File: src/rtl/poly_interp_pkg.sv
package poly_interp_pkg;

  typedef enum logic {
    PI_IDLE = 1'b0,
    PI_RUN  = 1'b1
  } pi_state_e;

  // index width that stays at least one bit for tiny counts
  function automatic int pi_bits(input int count);
    return (count > 1) ? $clog2(count) : 1;
  endfunction

endpackage

File: src/rtl/pi_history.sv
module pi_history #(
  parameter int DW    = 16,
  parameter int DEPTH = 4
) (
  input  logic                clk,
  input  logic                rst,
  input  logic                shift_en,
  input  logic [DW-1:0]       din,
  output logic [DEPTH*DW-1:0] hist_flat
);

  logic [DW-1:0] taps_q [DEPTH];

  generate
    for (genvar j = 0; j < DEPTH; j++) begin : g_tap
      if (j == 0) begin : g_head
        always_ff @(posedge clk) begin
          if (rst)           taps_q[j] <= '0;
          else if (shift_en) taps_q[j] <= din;
        end
      end else begin : g_body
        always_ff @(posedge clk) begin
          if (rst)           taps_q[j] <= '0;
          else if (shift_en) taps_q[j] <= taps_q[j-1];
        end
      end
      assign hist_flat[j*DW +: DW] = taps_q[j];
    end
  endgenerate

  // reset empties the oldest slot as well as the newest
  a_r1_hist_cleared: assert property (@(posedge clk)
    rst |=> (taps_q[DEPTH-1] == '0 && taps_q[0] == '0));

  // nothing enters the history unless a sample was accepted
  a_r7_hist_hold: assert property (@(posedge clk) disable iff (rst)
    !shift_en |=> $stable(taps_q[0]));

  // the accepted sample becomes the newest history entry
  a_r3_hist_load: assert property (@(posedge clk) disable iff (rst)
    shift_en |=> (taps_q[0] == $past(din)));

endmodule

File: src/rtl/pi_phase_ctrl.sv
module pi_phase_ctrl
  import poly_interp_pkg::*;
#(
  parameter int L   = 4,
  parameter int PHW = 2
) (
  input  logic           clk,
  input  logic           rst,
  input  logic           in_valid,
  output logic           in_ready,
  output logic           accept,
  output logic           busy,
  output logic [PHW-1:0] phase
);

  pi_state_e      state_q;
  logic [PHW-1:0] phase_q;
  logic           last;

  assign busy     = (state_q == PI_RUN);
  assign last     = busy && (phase_q == PHW'(L-1));
  assign in_ready = !busy || last;
  assign accept   = in_valid && in_ready;
  assign phase    = phase_q;

  always_ff @(posedge clk) begin
    if (rst) begin
      state_q <= PI_IDLE;
      phase_q <= '0;
    end else if (accept) begin
      state_q <= PI_RUN;
      phase_q <= '0;
    end else if (last) begin
      state_q <= PI_IDLE;
      phase_q <= '0;
    end else if (busy) begin
      phase_q <= phase_q + PHW'(1);
    end
  end

  // an accepted sample always starts at branch zero
  a_r2_burst_start: assert property (@(posedge clk) disable iff (rst)
    accept |=> (busy && phase == '0));

  // branches advance one per cycle inside a burst
  a_r2_phase_step: assert property (@(posedge clk) disable iff (rst)
    (busy && !last && !accept) |=> (busy && phase == $past(phase) + PHW'(1)));

  // a burst with no follow-on sample ends after the last branch
  a_r2_burst_end: assert property (@(posedge clk) disable iff (rst)
    (last && !in_valid) |=> !busy);

endmodule

File: src/rtl/pi_branch_mac.sv
module pi_branch_mac #(
  parameter int                   L     = 4,
  parameter int                   TPP   = 4,
  parameter int                   DW    = 16,
  parameter int                   CW    = 16,
  parameter int                   PHW   = 2,
  parameter int                   AW    = 35,
  parameter logic [L*TPP*CW-1:0]  COEFS = '0
) (
  input  logic [PHW-1:0]        phase,
  input  logic [TPP*DW-1:0]     hist_flat,
  output logic signed [AW-1:0]  acc
);

  localparam int PW = DW + CW;

  logic signed [CW-1:0] ctab [L][TPP];

  // branch k, tap j picks prototype tap k + j*L
  generate
    for (genvar k = 0; k < L; k++) begin : g_branch
      for (genvar j = 0; j < TPP; j++) begin : g_tap
        assign ctab[k][j] = COEFS[(k + j*L)*CW +: CW];
      end
    end
  endgenerate

  logic signed [PW-1:0] prod [TPP];

  always_comb begin
    acc = '0;
    for (int j = 0; j < TPP; j++) begin
      prod[j] = $signed(hist_flat[j*DW +: DW]) * ctab[phase][j];
      acc     = acc + {{(AW-PW){prod[j][PW-1]}}, prod[j]};
    end
  end

endmodule

File: src/rtl/pi_round_sat.sv
module pi_round_sat #(
  parameter int AW    = 35,
  parameter int DW    = 16,
  parameter int SHIFT = 15
) (
  input  logic                clk,
  input  logic                rst,
  input  logic                valid_i,
  input  logic signed [AW-1:0] acc_i,
  output logic                valid_o,
  output logic [DW-1:0]       data_o
);

  localparam int RW = AW + 1;
  localparam logic signed [RW-1:0] MAXV = {{(RW-DW+1){1'b0}}, {(DW-1){1'b1}}};
  localparam logic signed [RW-1:0] MINV = {{(RW-DW+1){1'b1}}, {(DW-1){1'b0}}};
  localparam logic [DW-1:0] TOPV = {1'b0, {(DW-1){1'b1}}};
  localparam logic [DW-1:0] BOTV = {1'b1, {(DW-1){1'b0}}};

  logic signed [RW-1:0] ext;
  logic signed [RW-1:0] rnd;
  logic [DW-1:0]        sat;

  assign ext = {acc_i[AW-1], acc_i};

  generate
    if (SHIFT > 0) begin : g_round
      localparam logic signed [RW-1:0] HALF = RW'(1) <<< (SHIFT-1);
      assign rnd = (ext + HALF) >>> SHIFT;
    end else begin : g_pass
      assign rnd = ext;
    end
  endgenerate

  always_comb begin
    if (rnd > MAXV)      sat = TOPV;
    else if (rnd < MINV) sat = BOTV;
    else                 sat = rnd[DW-1:0];
  end

  always_ff @(posedge clk) begin
    if (rst) begin
      valid_o <= 1'b0;
      data_o  <= '0;
    end else begin
      valid_o <= valid_i;
      if (valid_i) data_o <= sat;
    end
  end

  // output stream is silent right after reset
  a_r1_quiet_after_reset: assert property (@(posedge clk)
    rst |=> !valid_o);

  // positive overflow clamps to the largest code
  a_r5_clamp_high: assert property (@(posedge clk) disable iff (rst)
    (valid_i && rnd > MAXV) |=> (data_o == TOPV));

  // negative overflow clamps to the smallest code
  a_r5_clamp_low: assert property (@(posedge clk) disable iff (rst)
    (valid_i && rnd < MINV) |=> (data_o == BOTV));

endmodule

File: src/rtl/poly_interp.sv
module poly_interp
  import poly_interp_pkg::*;
#(
  parameter int                  L     = 4,
  parameter int                  TPP   = 4,
  parameter int                  DW    = 16,
  parameter int                  CW    = 16,
  parameter int                  SHIFT = CW - 1,
  parameter logic [L*TPP*CW-1:0] COEFS = {
    16'sd900,   -16'sd700,  16'sd500,   -16'sd300,
    16'sd26000, -16'sd6000, 16'sd10000, 16'sd16384,
    16'sd24000, 16'sd22000, 16'sd18000, 16'sd16384,
    -16'sd3000, 16'sd2500,  -16'sd1500, 16'sd800 }
) (
  input  logic          clk,
  input  logic          rst,
  input  logic          in_valid,
  output logic          in_ready,
  input  logic [DW-1:0] in_data,
  output logic          out_valid,
  output logic [DW-1:0] out_data
);

  localparam int PHW = pi_bits(L);
  localparam int AW  = DW + CW + $clog2(TPP) + 1;

  logic                accept;
  logic                busy;
  logic [PHW-1:0]      phase;
  logic [TPP*DW-1:0]   hist_flat;
  logic signed [AW-1:0] acc;

  pi_phase_ctrl #(.L(L), .PHW(PHW)) u_ctrl (
    .clk      (clk),
    .rst      (rst),
    .in_valid (in_valid),
    .in_ready (in_ready),
    .accept   (accept),
    .busy     (busy),
    .phase    (phase)
  );

  pi_history #(.DW(DW), .DEPTH(TPP)) u_hist (
    .clk       (clk),
    .rst       (rst),
    .shift_en  (accept),
    .din       (in_data),
    .hist_flat (hist_flat)
  );

  pi_branch_mac #(
    .L(L), .TPP(TPP), .DW(DW), .CW(CW), .PHW(PHW), .AW(AW), .COEFS(COEFS)
  ) u_mac (
    .phase     (phase),
    .hist_flat (hist_flat),
    .acc       (acc)
  );

  pi_round_sat #(.AW(AW), .DW(DW), .SHIFT(SHIFT)) u_out (
    .clk     (clk),
    .rst     (rst),
    .valid_i (busy),
    .acc_i   (acc),
    .valid_o (out_valid),
    .data_o  (out_data)
  );

  // every branch computed in a burst reaches the output next cycle
  a_r2_burst_emits: assert property (@(posedge clk) disable iff (rst)
    busy |=> out_valid);

  // no output appears outside a burst
  a_r2_no_stray_output: assert property (@(posedge clk) disable iff (rst)
    !busy |=> !out_valid);

  // an idle block never refuses a sample
  a_r6_idle_ready: assert property (@(posedge clk) disable iff (rst)
    !busy |-> in_ready);

endmodule

File: config.mk
export PLATFORM = sky130hd
export DESIGN_NAME = poly_interp
export DESIGN_NICKNAME = d
export VERILOG_FILES = /design/src/rtl/poly_interp_pkg.sv /design/src/rtl/pi_history.sv /design/src/rtl/pi_phase_ctrl.sv /design/src/rtl/pi_branch_mac.sv /design/src/rtl/pi_round_sat.sv /design/src/rtl/poly_interp.sv
export SDC_FILE = /design/constraint.sdc
export NUM_CORES = 2
export LEC_CHECK = 0
export CAP_MARGIN = 20
export CORE_UTILIZATION = 50
export CTS_CLUSTER_DIAMETER = 30
export DETAILED_ROUTE_END_ITERATION = 10
export DONT_BUFFER_PORTS = 1
export PLACE_DENSITY = 0.72
export SLEW_MARGIN = 20
export SYNTH_ARGS = -nofsm -noshare
export SYNTH_HDL_FRONTEND = slang
export SYNTH_HIERARCHICAL = 1
export SYNTH_SLANG_ARGS = --single-unit
File: constraint.sdc
create_clock -name clk -period 12.5 [get_ports clk]
set_input_delay 0.625 -clock clk [delete_from_list [all_inputs] [get_ports clk]]
set_output_delay 0.625 -clock clk [all_outputs]
set_load 0.005 [all_outputs]
* Yosys cells after proc, flatten, opt, wreduce, memory -nomap -nowiden
Memories as Yosys holds them, arrays and structs flattened.
Cells that the tools add are included.
** Cells by class
- Add/subtract/negate cells :: 5
- $mul :: 4
- Magnitude comparators :: 3
- Eq/ne operators :: 1
- Multiplexer cells :: 16
- Bitwise logic cells :: 5
- Reductions and logical operators :: 6
** Operator list (count)
- 64-bit binary-select mux with 2-bit select :: 1
- 16-bit by 16-bit multiplier with 32-bit output :: 4
- 64-bit two-way mux :: 2
- 16-bit two-way mux :: 6
- 35-bit adder :: 2
- 35-bit by 16-bit adder with 36-bit output, second input constant :: 1
- 32-bit by 32-bit adder with 33-bit output :: 1
- 21-bit by 16-bit > comparator with 1-bit output, second input constant :: 1
- 21-bit by 16-bit < comparator with 1-bit output, second input constant :: 1
- 1-bit two-way mux :: 7
- 1-bit bitwise OR :: 4
- 3-bit greater-or-equal comparator, second input constant :: 1
- 2-bit inverter with 3-bit output :: 1
- 3-bit OR reduction :: 1
- 2-bit by 1-bit adder with 2-bit output, second input constant :: 1
- 2-bit == test, second input constant :: 1
- 1-bit logical AND :: 2
- 2-bit nonzero test :: 1
- 1-bit zero test :: 1
- 1-bit logical OR :: 1
** Word-level totals
- Flip-flop bits (word level) :: 20
- Memory bits (writable) :: 64
- Input port bits :: 19
- Output and inout port bits :: 18
- Logic and storage cells :: 45
- Memories :: 1
** Memories
- u_hist.taps_q :: depth 4, width 16, rd ports 4, clocked after memory_dff 0, wr ports 4, RTL line pi_history.sv:12 : logic [DW-1:0] taps_q [DEPTH];

* Logic depth before layout (Yosys ltp)
- Depth in word-level cells :: 12
- Mapped depth :: 42
- Gate-level depth less buffers :: 36

* Cells and area by module
The synthesis kept the hierarchy.
** Modules (own cells, without submodules)
- pi_branch_mac :: times used 1, cells an instance 2993, area each 29405.7 um^2, seq. area each 0.0 um^2
- pi_history :: times used 1, cells an instance 143, area each 2601.2 um^2, seq. area each 1921.8 um^2
- pi_round_sat :: times used 1, cells an instance 141, area each 1257.5 um^2, seq. area each 340.3 um^2
- pi_phase_ctrl :: times used 1, cells an instance 13, area each 132.6 um^2, seq. area each 60.1 um^2

* Worst setup path after synthesis
OpenSTA, ideal clock, no wires.
- Path type :: reg2reg
- Start point :: register u_ctrl.phase_q[0] (netlist: u_ctrl/phase[0])
- End point :: register u_out.data_o[3]
- Library setup time :: 0.143 ns
- Arrival time :: 10.249 ns
- Data required time :: 12.357 ns
- Path slack :: 2.107 ns
- Stages on the path, launching flop included :: 36
- Buffers on the path :: 6
- Period minus slack after synthesis :: 10.393 ns
- Cells stage by stage :: dfxtp_1 > clkbuf_1 > clkbuf_1 > inv_1 > clkbuf_1 > ha_1 > clkbuf_1 > clkbuf_1 > nand2_1 > fa_1 > inv_1 > fa_1 > fa_1 > fa_1 > fa_1 > inv_1 > fa_1 > inv_1 > fa_1 > fa_1 > fa_1 > fa_1 > ha_1 > a21o_1 > o311ai_1 > nand2b_1 > a21o_1 > a41oi_2 > xnor2_1 > nand4_1 > nor4_2 > and3_1 > o2111ai_2 > o21ai_4 > buf_6 > o32ai_4
** On the way
- Cells in the longest elaborated chain, start to end :: 12
- Elaborated cells between the ends (all ways) :: 16
- Classes of those cells :: add/sub: 4; mul: 4; order compare: 2; mux: 5; bitwise: 1
** Ends and longest elaborated chain
- start, declared :: RTL line pi_phase_ctrl.sv:17 : logic [PHW-1:0] phase_q;
- start signal, assigned :: RTL line pi_phase_ctrl.sv:37 : phase_q <= phase_q + PHW'(1);
- 2-bit inverter with 3-bit output (implied by the code) * :: RTL line pi_branch_mac.sv:33 : prod[j] = $signed(hist_flat[j*DW +: DW]) * ctab[phase][j];
- 64-bit binary-select mux with 2-bit select * :: RTL line pi_branch_mac.sv:33
- 64-bit two-way mux (implied by the code) * (2 in a row) :: RTL line pi_branch_mac.sv:33
- 16-bit by 16-bit multiplier with 32-bit output :: RTL line pi_branch_mac.sv:33
- 32-bit by 32-bit adder with 33-bit output :: RTL line pi_branch_mac.sv:34 : acc = acc + {{(AW-PW){prod[j][PW-1]}}, prod[j]};
- 35-bit adder :: RTL line pi_branch_mac.sv:34
- 35-bit adder * :: RTL line pi_branch_mac.sv:34
- net acc[26] :: RTL line poly_interp.sv:31 : logic signed [AW-1:0] acc;
- 35-bit by 16-bit adder with 36-bit output * :: RTL line pi_round_sat.sv:29 : assign rnd = (ext + HALF) >>> SHIFT;
- 21-bit by 16-bit < comparator with 1-bit output :: RTL line pi_round_sat.sv:37 : else if (rnd < MINV) sat = BOTV;
- 16-bit two-way mux :: RTL line pi_round_sat.sv:37
- 16-bit two-way mux * :: RTL line pi_round_sat.sv:36 : if (rnd > MAXV) sat = TOPV;
- end signal, assigned :: RTL line pi_round_sat.sv:47 : if (valid_i) data_o <= sat;
- end, declared :: RTL line pi_round_sat.sv:11 : output logic [DW-1:0] data_o
Mark *: on every way through the listed nets, which the timed path passes. The rest lies on a longest branch. The select of a mux whose other input is x is not followed.
A chain may end at the register's enable or synchronous reset.

* Final worst setup path
- Start point :: register u_ctrl.phase_q[0] (netlist: u_ctrl/phase[0])
- End point :: register u_out.data_o[11]
Same word-level chain as after synthesis.

==> metrics.log <==
[metrics] average routed wire per standard cell: 19.4 um
[metrics] Critical Path Most Common Cell: sky130_fd_sc_hd__fa_1
[metrics] hold-critical path depth: 1
[metrics] Max-Cap Viols: 0
[metrics] Worst setup SP type: flip-flop
[metrics] endpoints failing setup: 0
[metrics] via count of the first global-routing pass: 22807
[metrics] Antenna Diode Count: 0
[metrics] Reg clk slew, reported paths: 0.08 ns
[metrics] number of DRC violations after detailed routing: 0
[metrics] share of the core filled with cells: 52.4%
[metrics] Num Clock Sinks: 84
[metrics] layout cells sized above 1: 2.32%
[metrics] slowest stage delay, CP: 0.96 ns
[metrics] Filler Cell Count: 5817
[metrics] filler-free cell count of the finished design: 4100
[metrics] number of vias in the routed layout: 21004
[metrics] Max Root-Sink Buffers: 2
[metrics] CTS hold repair buffers: 0
[metrics] placer congestion estimate: 0.939
[metrics] max-slew violation count: 0
[metrics] placeable core area: 0.0657 mm^2
[metrics] count of H-tree levels built during CTS: 3
[metrics] Root Buffer Master: sky130_fd_sc_hd__clkbuf_16
[metrics] insertion delay of the later-clocked pin in the worst-skew pair: 0.40 ns
[metrics] Clock Skews: 0.0153 ns
[metrics] Netlist Area Pre-Place: 0.0333 mm^2
[metrics] number of antenna violations at the first check in global routing: 1
[metrics] number of rows created at floorplan: 94
[metrics] crit path max-delay cell type: sky130_fd_sc_hd__ha_2
[metrics] GRT Overall Usage: 25.3%
[metrics] leftover overflow at the end of global routing: 0
[metrics] Total Die Area: 0.0676 mm^2
[metrics] Vias/cell: 5.12
[metrics] post-detailed-placement half-perimeter wirelength: 68300 um
[metrics] total routed wirelength: 79700 um
[metrics] number of buffers created by CTS: 9
[metrics] worst-path fanout max: 45
[metrics] count of pins on the block boundary: 37
[metrics] most common cell after layout, fill and taps aside: sky130_fd_sc_hd__inv_1
[metrics] Die Y: 260 um
[metrics] start-to-end type of the worst setup path: reg -> reg
[metrics] pin count of the biggest net entering global routing: 102
[metrics] area of all placed cells without fillers: 0.0345 mm^2
[metrics] number of placed instances with taps included: 4084
[metrics] critical path arrival: 11.75 ns
[metrics] run status: complete, no violations
[metrics] count of antenna-violating nets left after detailed routing: 0
[metrics] final hold violation count: 0
[metrics] setup repair after global routing missed its margin: false
[metrics] share of the clock period used by the worst path after layout: 92.2%
[metrics] number of standard cells after synthesis: 3272
[metrics] critical path endpoint category: flip-flop
[metrics] drt initial violations: 1451
[metrics] Post-Place Cell Area: 0.0341 mm^2
[metrics] number of port buffers: 0
[metrics] data required time at the worst endpoint: 12.72 ns
[metrics] CTS-repair resized insts: 0
[metrics] class of the most critical hold timing path: in -> reg
[metrics] slew at the pin with the worst max-slew slack: 1.02 ns
[metrics] Layout Area Growth over Synthesis: 3.59%
[metrics] number of nets in the layout: 4452
[metrics] CTS tree: yes
[metrics] Worst R2R Path Depth: 31
[metrics] wire length of the first global-routing pass: 129000 um
[metrics] final total negative setup slack: 0 ns
[metrics] number of warning messages in the yosys log: 6
[metrics] average cell area after synthesis: 10.2 um^2
[metrics] shortest clock period the worst path allows after layout: 11.52 ns
[metrics] Die X: 260 um
[metrics] initial standard-cell utilization of the core: 50.6%
[metrics] total iterations of the first detailed-routing run: 5
[metrics] highest attainable clock frequency: 0.0868 GHz
[metrics] Rel. slew slack: 31.9%
[metrics] number of buffers inserted by post-CTS setup repair: 0
[metrics] top library cells by usage in the layout, fill and taps aside: sky130_fd_sc_hd__inv_1, sky130_fd_sc_hd__fa_1, sky130_fd_sc_hd__ha_1
==> flip-flops by register name, indices dropped and copies added, names as in the netlist <==
register	cells
u_ctrl/busy	1
u_ctrl/phase	2
u_hist/taps_q	64
u_out/data_o	16
u_out/valid_o	1
==> layout make-up <==
class / count / area [um^2] / area share, %
multi-input combinational: 2070 / 26700 / 77.4
inverter: 1053 / 3950 / 11.5
sequential: 84 / 2330 / 6.75
tap: 864 / 1080 / 3.14
clock buffer: 9 / 225 / 0.653
timing repair buffer: 14 / 118 / 0.341
clock inverter: 6 / 88.8 / 0.258
==> final timing paths <==
kind	start	end	slack (ns)
worst min register to register	u_out/data_o[15]	u_out/data_o[15]	0.50
worst min-delay path	rst	u_ctrl/busy	0.30
worst max register to register	u_ctrl/phase[0]	u_out/data_o[11]	0.98
worst max-delay path	u_ctrl/phase[0]	u_out/data_o[11]	0.98
==> critical path: cells and delay by family (launching register included) <==
| family | cells | cell delay (ns) |
|---|---|---|
| adders and majority gates | 12 | 6.31 |
| and+or+nand+nor | 4 | 1.04 |
| AOI/OAI and AO/OA | 7 | 1.98 |
| buffers and inverters | 7 | 0.92 |
| xor gates and xnor gates | 1 | 0.37 |
| DFF | 1 | 0.70 |
==> metal layers <==
| metal | part of all wire [%] | GRT usage, % | vias to the layer above |
|---|---|---|---|
| li1 | - | - | 9425 |
| met1 | 42 | 35.1 | 10837 |
| met2 | 49 | 41.5 | 644 |
| met3 | 5.9 | 3.35 | 96 |
| met4 | 2.8 | 7.47 | 2 |
| met5 | 0.016 | 0 | - |
==> through the flow <==
step           setup slack, ns  hold WS (ns)
3_5_place_dp              1.14         0.488
3_3_place_gp              1.44         0.485
4_1_cts                   1.09         0.278
5_1_grt                  0.390         0.287
6_report                 0.978         0.298
2_1_floorplan             2.11         0.467
Power is not shown: default switching activity piles up to over one toggle a cycle in this logic, so the estimate is an artifact.
